File: src/rtl/scan_seq_pkg.sv
`timescale 1ns/1ps
package scan_seq_pkg;

    typedef enum logic [1:0] {
        KIND_ONCE = 2'b00,
        KIND_LOOP = 2'b01,
        KIND_TRIG = 2'b10,
        KIND_BAD  = 2'b11
    } start_kind_e;

    typedef enum logic {
        PH_IDLE = 1'b0,
        PH_RUN  = 1'b1
    } phase_e;

    function automatic start_kind_e decode_kind(input logic [2:0] mode);
        return start_kind_e'(mode[2:1]);
    endfunction

endpackage

File: src/rtl/scan_cfg.sv
`timescale 1ns/1ps
module scan_cfg
    import scan_seq_pkg::*;
#(
    parameter int SLOTS = 8,
    parameter int SEL_W = 3,
    parameter int LEN_W = 4
) (
    input  logic                    clk,
    input  logic                    rst_n,
    input  logic                    wr,
    input  logic [2:0]              mode_in,
    input  logic [LEN_W-1:0]        len_in,
    input  logic                    irq_en_in,
    input  logic [SLOTS*SEL_W-1:0]  sel_in,
    output start_kind_e             kind,
    output logic                    simul,
    output logic [LEN_W-1:0]        nconv,
    output logic                    irq_en,
    output logic                    cfg_err,
    output logic [SLOTS*SEL_W-1:0]  sel_flat
);

    localparam int HALF = SLOTS / 2;

    typedef struct packed {
        logic [2:0]             mode;
        logic [LEN_W-1:0]       len;
        logic                   irq_en;
        logic [SLOTS*SEL_W-1:0] sel;
    } cfg_t;

    localparam cfg_t CFG_RST = '{mode: 3'b000, len: LEN_W'(1), irq_en: 1'b0, sel: '0};

    cfg_t cfg_d, cfg_q;
    logic [LEN_W-1:0] npairs;
    logic [HALF-1:0]  clash;

    always_comb begin
        cfg_d = cfg_q;
        if (wr) begin
            cfg_d.mode   = mode_in;
            cfg_d.irq_en = irq_en_in;
            cfg_d.sel    = sel_in;
            if (len_in == '0)
                cfg_d.len = LEN_W'(1);
            else if (len_in > LEN_W'(SLOTS))
                cfg_d.len = LEN_W'(SLOTS);
            else
                cfg_d.len = len_in;
        end
    end

    always_ff @(posedge clk or negedge rst_n) begin
        if (!rst_n) cfg_q <= CFG_RST;
        else        cfg_q <= cfg_d;
    end

    assign kind     = decode_kind(cfg_q.mode);
    assign simul    = cfg_q.mode[0];
    assign irq_en   = cfg_q.irq_en;
    assign sel_flat = cfg_q.sel;
    assign npairs   = (cfg_q.len + LEN_W'(1)) >> 1;
    assign nconv    = simul ? npairs : cfg_q.len;

    // a pair only matters if the scan length reaches it
    for (genvar k = 0; k < HALF; k++) begin : g_pair
        assign clash[k] = simul && (LEN_W'(k) < npairs) &&
                          (cfg_q.sel[k*SEL_W +: SEL_W] == cfg_q.sel[(k+HALF)*SEL_W +: SEL_W]);
    end

    assign cfg_err = (kind == KIND_BAD) || (|clash);

endmodule

File: src/rtl/scan_sync_delay.sv
`timescale 1ns/1ps
module scan_sync_delay #(
    parameter int DLY_W = 8
) (
    input  logic             clk,
    input  logic             rst_n,
    input  logic             reload,
    input  logic [DLY_W-1:0] delay,
    output logic             pulse
);

    typedef struct packed {
        logic             active;
        logic [DLY_W-1:0] cnt;
        logic             pulse;
    } dly_t;

    dly_t dly_d, dly_q;

    always_comb begin
        dly_d       = dly_q;
        dly_d.pulse = 1'b0;
        if (dly_q.active) begin
            if (dly_q.cnt == '0) begin
                dly_d.pulse  = 1'b1;
                dly_d.active = 1'b0;
            end else begin
                dly_d.cnt = dly_q.cnt - DLY_W'(1);
            end
        end
        if (reload) begin
            dly_d.active = 1'b1;
            dly_d.cnt    = delay;
        end
    end

    always_ff @(posedge clk or negedge rst_n) begin
        if (!rst_n) dly_q <= '0;
        else        dly_q <= dly_d;
    end

    assign pulse = dly_q.pulse;

endmodule

File: src/rtl/scan_results.sv
`timescale 1ns/1ps
module scan_results #(
    parameter int SLOTS  = 8,
    parameter int DATA_W = 12,
    parameter int IDX_W  = 3
) (
    input  logic                      clk,
    input  logic                      rst_n,
    input  logic                      wr_en,
    input  logic [IDX_W-1:0]          idx,
    input  logic                      simul,
    input  logic [DATA_W-1:0]         data_a,
    input  logic [DATA_W-1:0]         data_b,
    output logic [SLOTS*DATA_W-1:0]   res_flat
);

    localparam int HALF = SLOTS / 2;

    logic [DATA_W-1:0] res_d [SLOTS];
    logic [DATA_W-1:0] res_q [SLOTS];

    always_comb begin
        for (int s = 0; s < SLOTS; s++) begin
            res_d[s] = res_q[s];
            if (wr_en) begin
                if (!simul) begin
                    if (idx == IDX_W'(s)) res_d[s] = data_a;
                end else if (s < HALF) begin
                    if (idx == IDX_W'(s)) res_d[s] = data_a;
                end else begin
                    if (idx == IDX_W'(s - HALF)) res_d[s] = data_b;
                end
            end
        end
    end

    always_ff @(posedge clk or negedge rst_n) begin
        if (!rst_n) begin
            for (int s = 0; s < SLOTS; s++) res_q[s] <= '0;
        end else begin
            res_q <= res_d;
        end
    end

    for (genvar s = 0; s < SLOTS; s++) begin : g_out
        assign res_flat[s*DATA_W +: DATA_W] = res_q[s];
    end

endmodule

File: src/rtl/scan_seq_ctrl.sv
`timescale 1ns/1ps
module scan_seq_ctrl
    import scan_seq_pkg::*;
#(
    parameter int SLOTS      = 8,
    parameter int SEL_W      = 3,
    parameter int DATA_W     = 12,
    parameter int DLY_W      = 8,
    parameter int FIRST_HALF = 17,
    parameter int NEXT_HALF  = 12,
    localparam int LEN_W     = $clog2(SLOTS + 1),
    localparam int IDX_W     = $clog2(SLOTS)
) (
    input  logic                      clk,
    input  logic                      rst_n,
    input  logic                      cfg_wr,
    input  logic [2:0]                cfg_mode,
    input  logic [LEN_W-1:0]          cfg_len,
    input  logic                      cfg_irq_en,
    input  logic [SLOTS*SEL_W-1:0]    cfg_sel,
    input  logic                      sw_start,
    input  logic                      sw_stop,
    input  logic                      timer_sync,
    input  logic                      pwm_reload,
    input  logic [DLY_W-1:0]          pwm_delay,
    input  logic                      eos_ack,
    output logic                      conv_strobe,
    output logic                      conv_busy,
    output logic                      conv_pair,
    output logic [SEL_W-1:0]          conv_sel_a,
    output logic [SEL_W-1:0]          conv_sel_b,
    input  logic [DATA_W-1:0]         conv_data_a,
    input  logic [DATA_W-1:0]         conv_data_b,
    output logic [SLOTS*DATA_W-1:0]   result,
    output logic                      eos_flag,
    output logic                      scan_irq,
    output logic                      overrun,
    output logic                      cfg_err
);

    localparam int HALF  = SLOTS / 2;
    localparam int CNT_W = $clog2(FIRST_HALF);

    typedef struct packed {
        phase_e             phase;
        logic               armed;
        logic [CNT_W-1:0]   cnt;
        logic [IDX_W-1:0]   idx;
        logic               strobe;
        logic               eos;
        logic               irq;
        logic               ovr;
    } ctl_t;

    ctl_t ctl_d, ctl_q;

    start_kind_e            kind;
    logic                   simul;
    logic [LEN_W-1:0]       nconv;
    logic                   irq_en;
    logic                   err_w;
    logic [SLOTS*SEL_W-1:0] sel_flat;
    logic                   dly_pulse;
    logic                   start_evt;
    logic                   can_start;
    logic                   go;
    logic                   res_wr;
    logic [IDX_W-1:0]       slot_b;

    scan_cfg #(.SLOTS(SLOTS), .SEL_W(SEL_W), .LEN_W(LEN_W)) i_cfg (
        .clk      (clk),
        .rst_n    (rst_n),
        .wr       (cfg_wr),
        .mode_in  (cfg_mode),
        .len_in   (cfg_len),
        .irq_en_in(cfg_irq_en),
        .sel_in   (cfg_sel),
        .kind     (kind),
        .simul    (simul),
        .nconv    (nconv),
        .irq_en   (irq_en),
        .cfg_err  (err_w),
        .sel_flat (sel_flat)
    );

    scan_sync_delay #(.DLY_W(DLY_W)) i_dly (
        .clk   (clk),
        .rst_n (rst_n),
        .reload(pwm_reload),
        .delay (pwm_delay),
        .pulse (dly_pulse)
    );

    assign start_evt = sw_start | timer_sync | dly_pulse;
    assign can_start = !err_w && !sw_stop;

    always_comb begin
        ctl_d        = ctl_q;
        ctl_d.strobe = 1'b0;
        ctl_d.irq    = 1'b0;
        res_wr       = 1'b0;
        go           = 1'b0;
        if (eos_ack) ctl_d.eos = 1'b0;

        case (ctl_q.phase)
            PH_IDLE: begin
                case (kind)
                    KIND_ONCE: go = ctl_q.armed && start_evt && can_start;
                    KIND_LOOP: go = ctl_q.armed && can_start;
                    KIND_TRIG: go = start_evt && can_start;
                    default:   go = 1'b0;
                endcase
                if (go) begin
                    ctl_d.phase  = PH_RUN;
                    ctl_d.cnt    = CNT_W'(FIRST_HALF - 1);
                    ctl_d.idx    = '0;
                    ctl_d.strobe = 1'b1;
                    if (kind == KIND_ONCE) ctl_d.armed = 1'b0;
                end
            end
            PH_RUN: begin
                if (start_evt) ctl_d.ovr = 1'b1;
                if (ctl_q.cnt == '0) begin
                    res_wr = 1'b1;
                    if (LEN_W'(ctl_q.idx) + LEN_W'(1) == nconv) begin
                        ctl_d.eos = 1'b1;
                        ctl_d.irq = irq_en && (kind != KIND_LOOP);
                        if (kind == KIND_LOOP && can_start) begin
                            // pipeline stays full: no fill on the next scan
                            ctl_d.idx    = '0;
                            ctl_d.cnt    = CNT_W'(NEXT_HALF - 1);
                            ctl_d.strobe = 1'b1;
                        end else begin
                            ctl_d.phase = PH_IDLE;
                        end
                    end else begin
                        ctl_d.idx    = ctl_q.idx + IDX_W'(1);
                        ctl_d.cnt    = CNT_W'(NEXT_HALF - 1);
                        ctl_d.strobe = 1'b1;
                    end
                end else begin
                    ctl_d.cnt = ctl_q.cnt - CNT_W'(1);
                end
            end
            default: ctl_d.phase = PH_IDLE;
        endcase

        if (cfg_wr) begin
            ctl_d.armed = 1'b1;
            ctl_d.ovr   = 1'b0;
        end
    end

    always_ff @(posedge clk or negedge rst_n) begin
        if (!rst_n) begin
            ctl_q       <= '0;
            ctl_q.phase <= PH_IDLE;
        end else begin
            ctl_q <= ctl_d;
        end
    end

    scan_results #(.SLOTS(SLOTS), .DATA_W(DATA_W), .IDX_W(IDX_W)) i_res (
        .clk     (clk),
        .rst_n   (rst_n),
        .wr_en   (res_wr),
        .idx     (ctl_q.idx),
        .simul   (simul),
        .data_a  (conv_data_a),
        .data_b  (conv_data_b),
        .res_flat(result)
    );

    assign slot_b      = ctl_q.idx + IDX_W'(HALF);
    assign conv_strobe = ctl_q.strobe;
    assign conv_busy   = (ctl_q.phase == PH_RUN);
    assign conv_pair   = simul;
    assign conv_sel_a  = sel_flat[int'(ctl_q.idx)*SEL_W +: SEL_W];
    assign conv_sel_b  = simul ? sel_flat[int'(slot_b)*SEL_W +: SEL_W] : '0;
    assign eos_flag    = ctl_q.eos;
    assign scan_irq    = ctl_q.irq;
    assign overrun     = ctl_q.ovr;
    assign cfg_err     = err_w;

endmodule

File: config.mk
export PLATFORM = sky130hd
export DESIGN_NAME = scan_seq_ctrl
export DESIGN_NICKNAME = d
export VERILOG_FILES = /design/src/rtl/scan_seq_pkg.sv /design/src/rtl/scan_cfg.sv /design/src/rtl/scan_sync_delay.sv /design/src/rtl/scan_results.sv /design/src/rtl/scan_seq_ctrl.sv
export SDC_FILE = /design/constraint.sdc
export NUM_CORES = 1
export LEC_CHECK = 0
export ABC_AREA = 1
export CAP_MARGIN = 10
export CORE_ASPECT_RATIO = 1.4
export CORE_MARGIN = 1.5
export CORE_UTILIZATION = 44
export CTS_CLUSTER_SIZE = 16
export DETAILED_ROUTE_END_ITERATION = 7
export PLACE_DENSITY = 0.76
export SLEW_MARGIN = 20
export SYNTH_ARGS = -nofsm -noshare
export SYNTH_HDL_FRONTEND = slang
export SYNTH_SLANG_ARGS = --single-unit
File: constraint.sdc
create_clock -name clk -period 2.2 [get_ports clk]
set_clock_uncertainty 0.1 [all_clocks]
set_input_delay 0.33 -clock clk [delete_from_list [all_inputs] [get_ports clk]]
set_output_delay 0.33 -clock clk [all_outputs]
set_load 0.1 [all_outputs]
==> flow_metrics.py <==
metrics = {
    "layout": {
        "n_fill_cell": 1192,
        "nets": 1019,
        "antennaDiodeCount": 0,
        "fin_area_um2": 10100,
        "synthToLayoutAreaGrowth_pct": 46.3,
        "drive_above_1_share_pct": 31.6,
    },
    "critical_path": {
        "critPathKind": "reg -> out",
        "cp.required_ns": 1.77,
        "crit_chain": "ha_4, inv_2, nand2_2, nand2_2, nand4_1, nand2_1, a21oi_2, nand2_4, buf_12",
        "cp_max_fo": 3,
        "max_stage_delay_ns": 0.57,
        "cp.arrival_ns": 1.92,
        "crit_path_start_kind": "flip-flop",
        "path_common_cell": "nand2_2",
        "critPathCaptureType": "primary output",
        "slowest_stage": "dfstp_2",
        "rrSetupSlack_ns": -0.04,
    },
    "yosys": {
        "post-synth-top-count-cell": "nand2_1",
        "synthFlopType": "dfrtp_1",
        "synth_cells": 723,
        "async_flop_share_pct": 100,
        "syn_avg_cell_area_um2": 9.52,
        "netlist_area_um2": 6880,
        "synth_seq_area_share_pct": 55.3,
        "ys_types": 36,
        "synth_top_cell_area_share_pct": 54.9,
        "ys_top_cells_by_area": "dfrtp_1 55%, nand2_1 9.7%, o21ai_0 7.1%",
        "synthTopCellsByCount": "177 x nand2_1, 151 x dfrtp_1, 97 x o21ai_0",
        "synth_edf_count": 0,
        "synthesis.nets": 809,
        "ys_ff_latch": 152,
        "yosys.area.top_type": "dfrtp_1",
        "yosysWarnings": 0,
    },
    "floorplanning": {
        "die_y_um": 151,
        "initial_utilization_pct": 45.3,
        "core_um2": 15200,
        "die-area_um2": 16400,
        "num_io_pins": 181,
        "die_x_um": 109,
        "rows": 53,
    },
    "clock_network": {
        "clkTransAtPathRegs_ns": 0.07,
        "tritoncts": "done",
        "htree_levels": 4,
        "clock_latency_ns": 0.42,
        "cts_max_path_buffers": 2,
        "cts_buffers": 17,
        "clock-root-buffer": "clkbuf_16",
        "clock_sinks": 152,
    },
    "timing": {
        "worstMarginPinSlew_ns": 0.619,
        "rsz0062_at_grt": "true",
        "clock.fmax_mhz": 425,
        "max_slew_margin_pct": 58.3,
        "hold_violations": 0,
        "post-route-period-util_pct": 107,
        "final.setup.tns_ns": -0.400,
        "min_period_ns": 2.35,
        "final_max_slew_viol_count": 0,
        "setup_viol": 9,
        "worst_slack_ns": -0.152,
    },
    "global_routing": {
        "antenna_found_initial": 0,
        "grt_pass1_vias": 5517,
        "grt_pass1_wl_um": 28000,
        "grt_max_degree": 54,
        "grt_overflow": 0,
        "track_usage_pct": 22.4,
    },
    "flow_run": {
        "maxCapViolations": 0,
    },
    "placement": {
        "routabilityCongestion": 0.857,
        "dpl-instance-area_um2": 8990,
        "port_buffers": 180,
        "place_hpwl_um": 13400,
        "dp_slack_ns": 0.0551,
    },
    "hold_path": {
        "worstHoldPathType": "in -> async",
    },
    "routing": {
        "drtAntennaViolNets": 0,
        "dr.pass1.iters": 5,
        "drt_iter0_drc": 299,
        "routedWlPerCell_um": 16.6,
        "drc": 0,
        "viasPerCell": 5.07,
        "vias": 5767,
        "routed_wl_um": 18900,
    },
    "outcome": {
        "status": "finished, violations left",
        "violations": "setup timing",
    },
}
-- worst max-delay path, delay by kind of cell (launching register included) --
| family | cells | cell delay [ns] |
|---|---|---|
| flip-flops | 1 | 0.57 |
| AND/OR/NAND/NOR | 5 | 0.38 |
| buffers and inverters | 2 | 0.21 |
| AO/OA/AOI/OAI | 1 | 0.20 |
| adder cells (fa/ha/maj) | 1 | 0.15 |
-- state kept, by name (all words and copies together), names as in the netlist --
register / count
i_dly.dly_q: 9
i_res.res_flat: 96
i_dly.pulse: 1
ctl_q: 9
i_cfg.simul: 1
conv_strobe: 1
eos_flag: 1
i_cfg.irq_en: 1
conv_busy: 1
scan_irq: 1
i_cfg.sel_flat: 24
i_cfg.cfg_q: 4
i_cfg.kind: 2
overrun: 1
-- repair_timing --
action                                 4_1_cts  5_1_grt
hold buffers                                 1        0
buffers inserted                             1        7
endpoints found under the hold margin       26        0
setup endpoints to repair                    6       30
gates cloned                                 0        5
pin swaps                                    6       23
resized for setup                           20       67
-- cells by family after synthesis --
group / count (synthesis) / share of synthesized area (%)
buffers and inverters: 102 / 6.00
muxes: 48 / 8.40
xor gates and xnor gates: 13 / 1.65
AOI/OAI and AO/OA: 145 / 11.1
and+or+nand+nor: 249 / 14.9
DFF: 152 / 55.3
adders and majority gates: 14 / 2.55
-- path summary, 6_finish.rpt --
check / startpoint / endpoint / depth (start not counted)
worst max-delay path: i_cfg.cfg_q[25]$_DFFE_PN1P_ / cfg_err / 9
worst min-delay path: rst_n / i_dly.dly_q[2]$_DFFE_PN0P_ / 2
worst max register to register: ctl_q[7]$_DFFE_PN0P_ / i_res.res_flat[93]$_DFFE_PN0P_ / 10
worst min register to register: i_res.res_flat[22]$_DFFE_PN0P_ / i_res.res_flat[22]$_DFFE_PN0P_ / 2
max in group asynchronous: rst_n / i_res.res_flat[61]$_DFFE_PN0P_ / 3
min in group clk: cfg_sel[3] / i_cfg.sel_flat[3]$_DFFE_PN0P_ / 3
-- metrics by stage --
stage	hold WS [ns]	instances	util, %
4_1_cts	0.242	1126	63.4
3_3_place_gp	0.127	1093	59.2
6_report	0.256	1138	66.3
3_5_place_dp	0.131	1093	59.2
5_1_grt	0.272	1138	66.3
2_1_floorplan	-0.0656	723	-
-- cell type report --
class | instances | area (µm²) | share of cell area, %
Clock buffer | 17 | 425 | 4.23
Clock inverter | 15 | 155 | 1.54
Tap cell | 192 | 240 | 2.39
Multi-Input combinational cell | 469 | 3050 | 30.3
Timing Repair Buffer | 219 | 2100 | 20.9
Sequential cell | 152 | 3810 | 37.9
Inverter | 74 | 285 | 2.83
-- layout by cell type, fill, tap and decap left out, drive strengths merged, types with 2 or more instances in the layout --
cell type and n:
nand4 2, clkbuf 21, nor2 35, a22oi 3
o22ai 5, dfrtp 151, nor3 4, o21ai 98
nor4 2, nand2 177, buf 144, nand3 28
xnor2 5, mux2 48, a21oi 33, ha 14
xor2 8, inv 82, a211oi 2, clkinvlp 3
clkinv 3, clkdlybuf4s50 70
-- per-layer routing --
layer | vias to the layer above | global-route usage (%) | share of wire (%)
met5 | - | 0 | 0
met4 | 0 | 9.21 | 3.1
met3 | 35 | 5.08 | 5.9
met2 | 196 | 39.2 | 52
met1 | 2751 | 26.2 | 39
li1 | 2785 | - | -
Power is left out: the tool's default activity adds up to more than one toggle a clock period on the data nets, which glitch-free logic cannot reach.
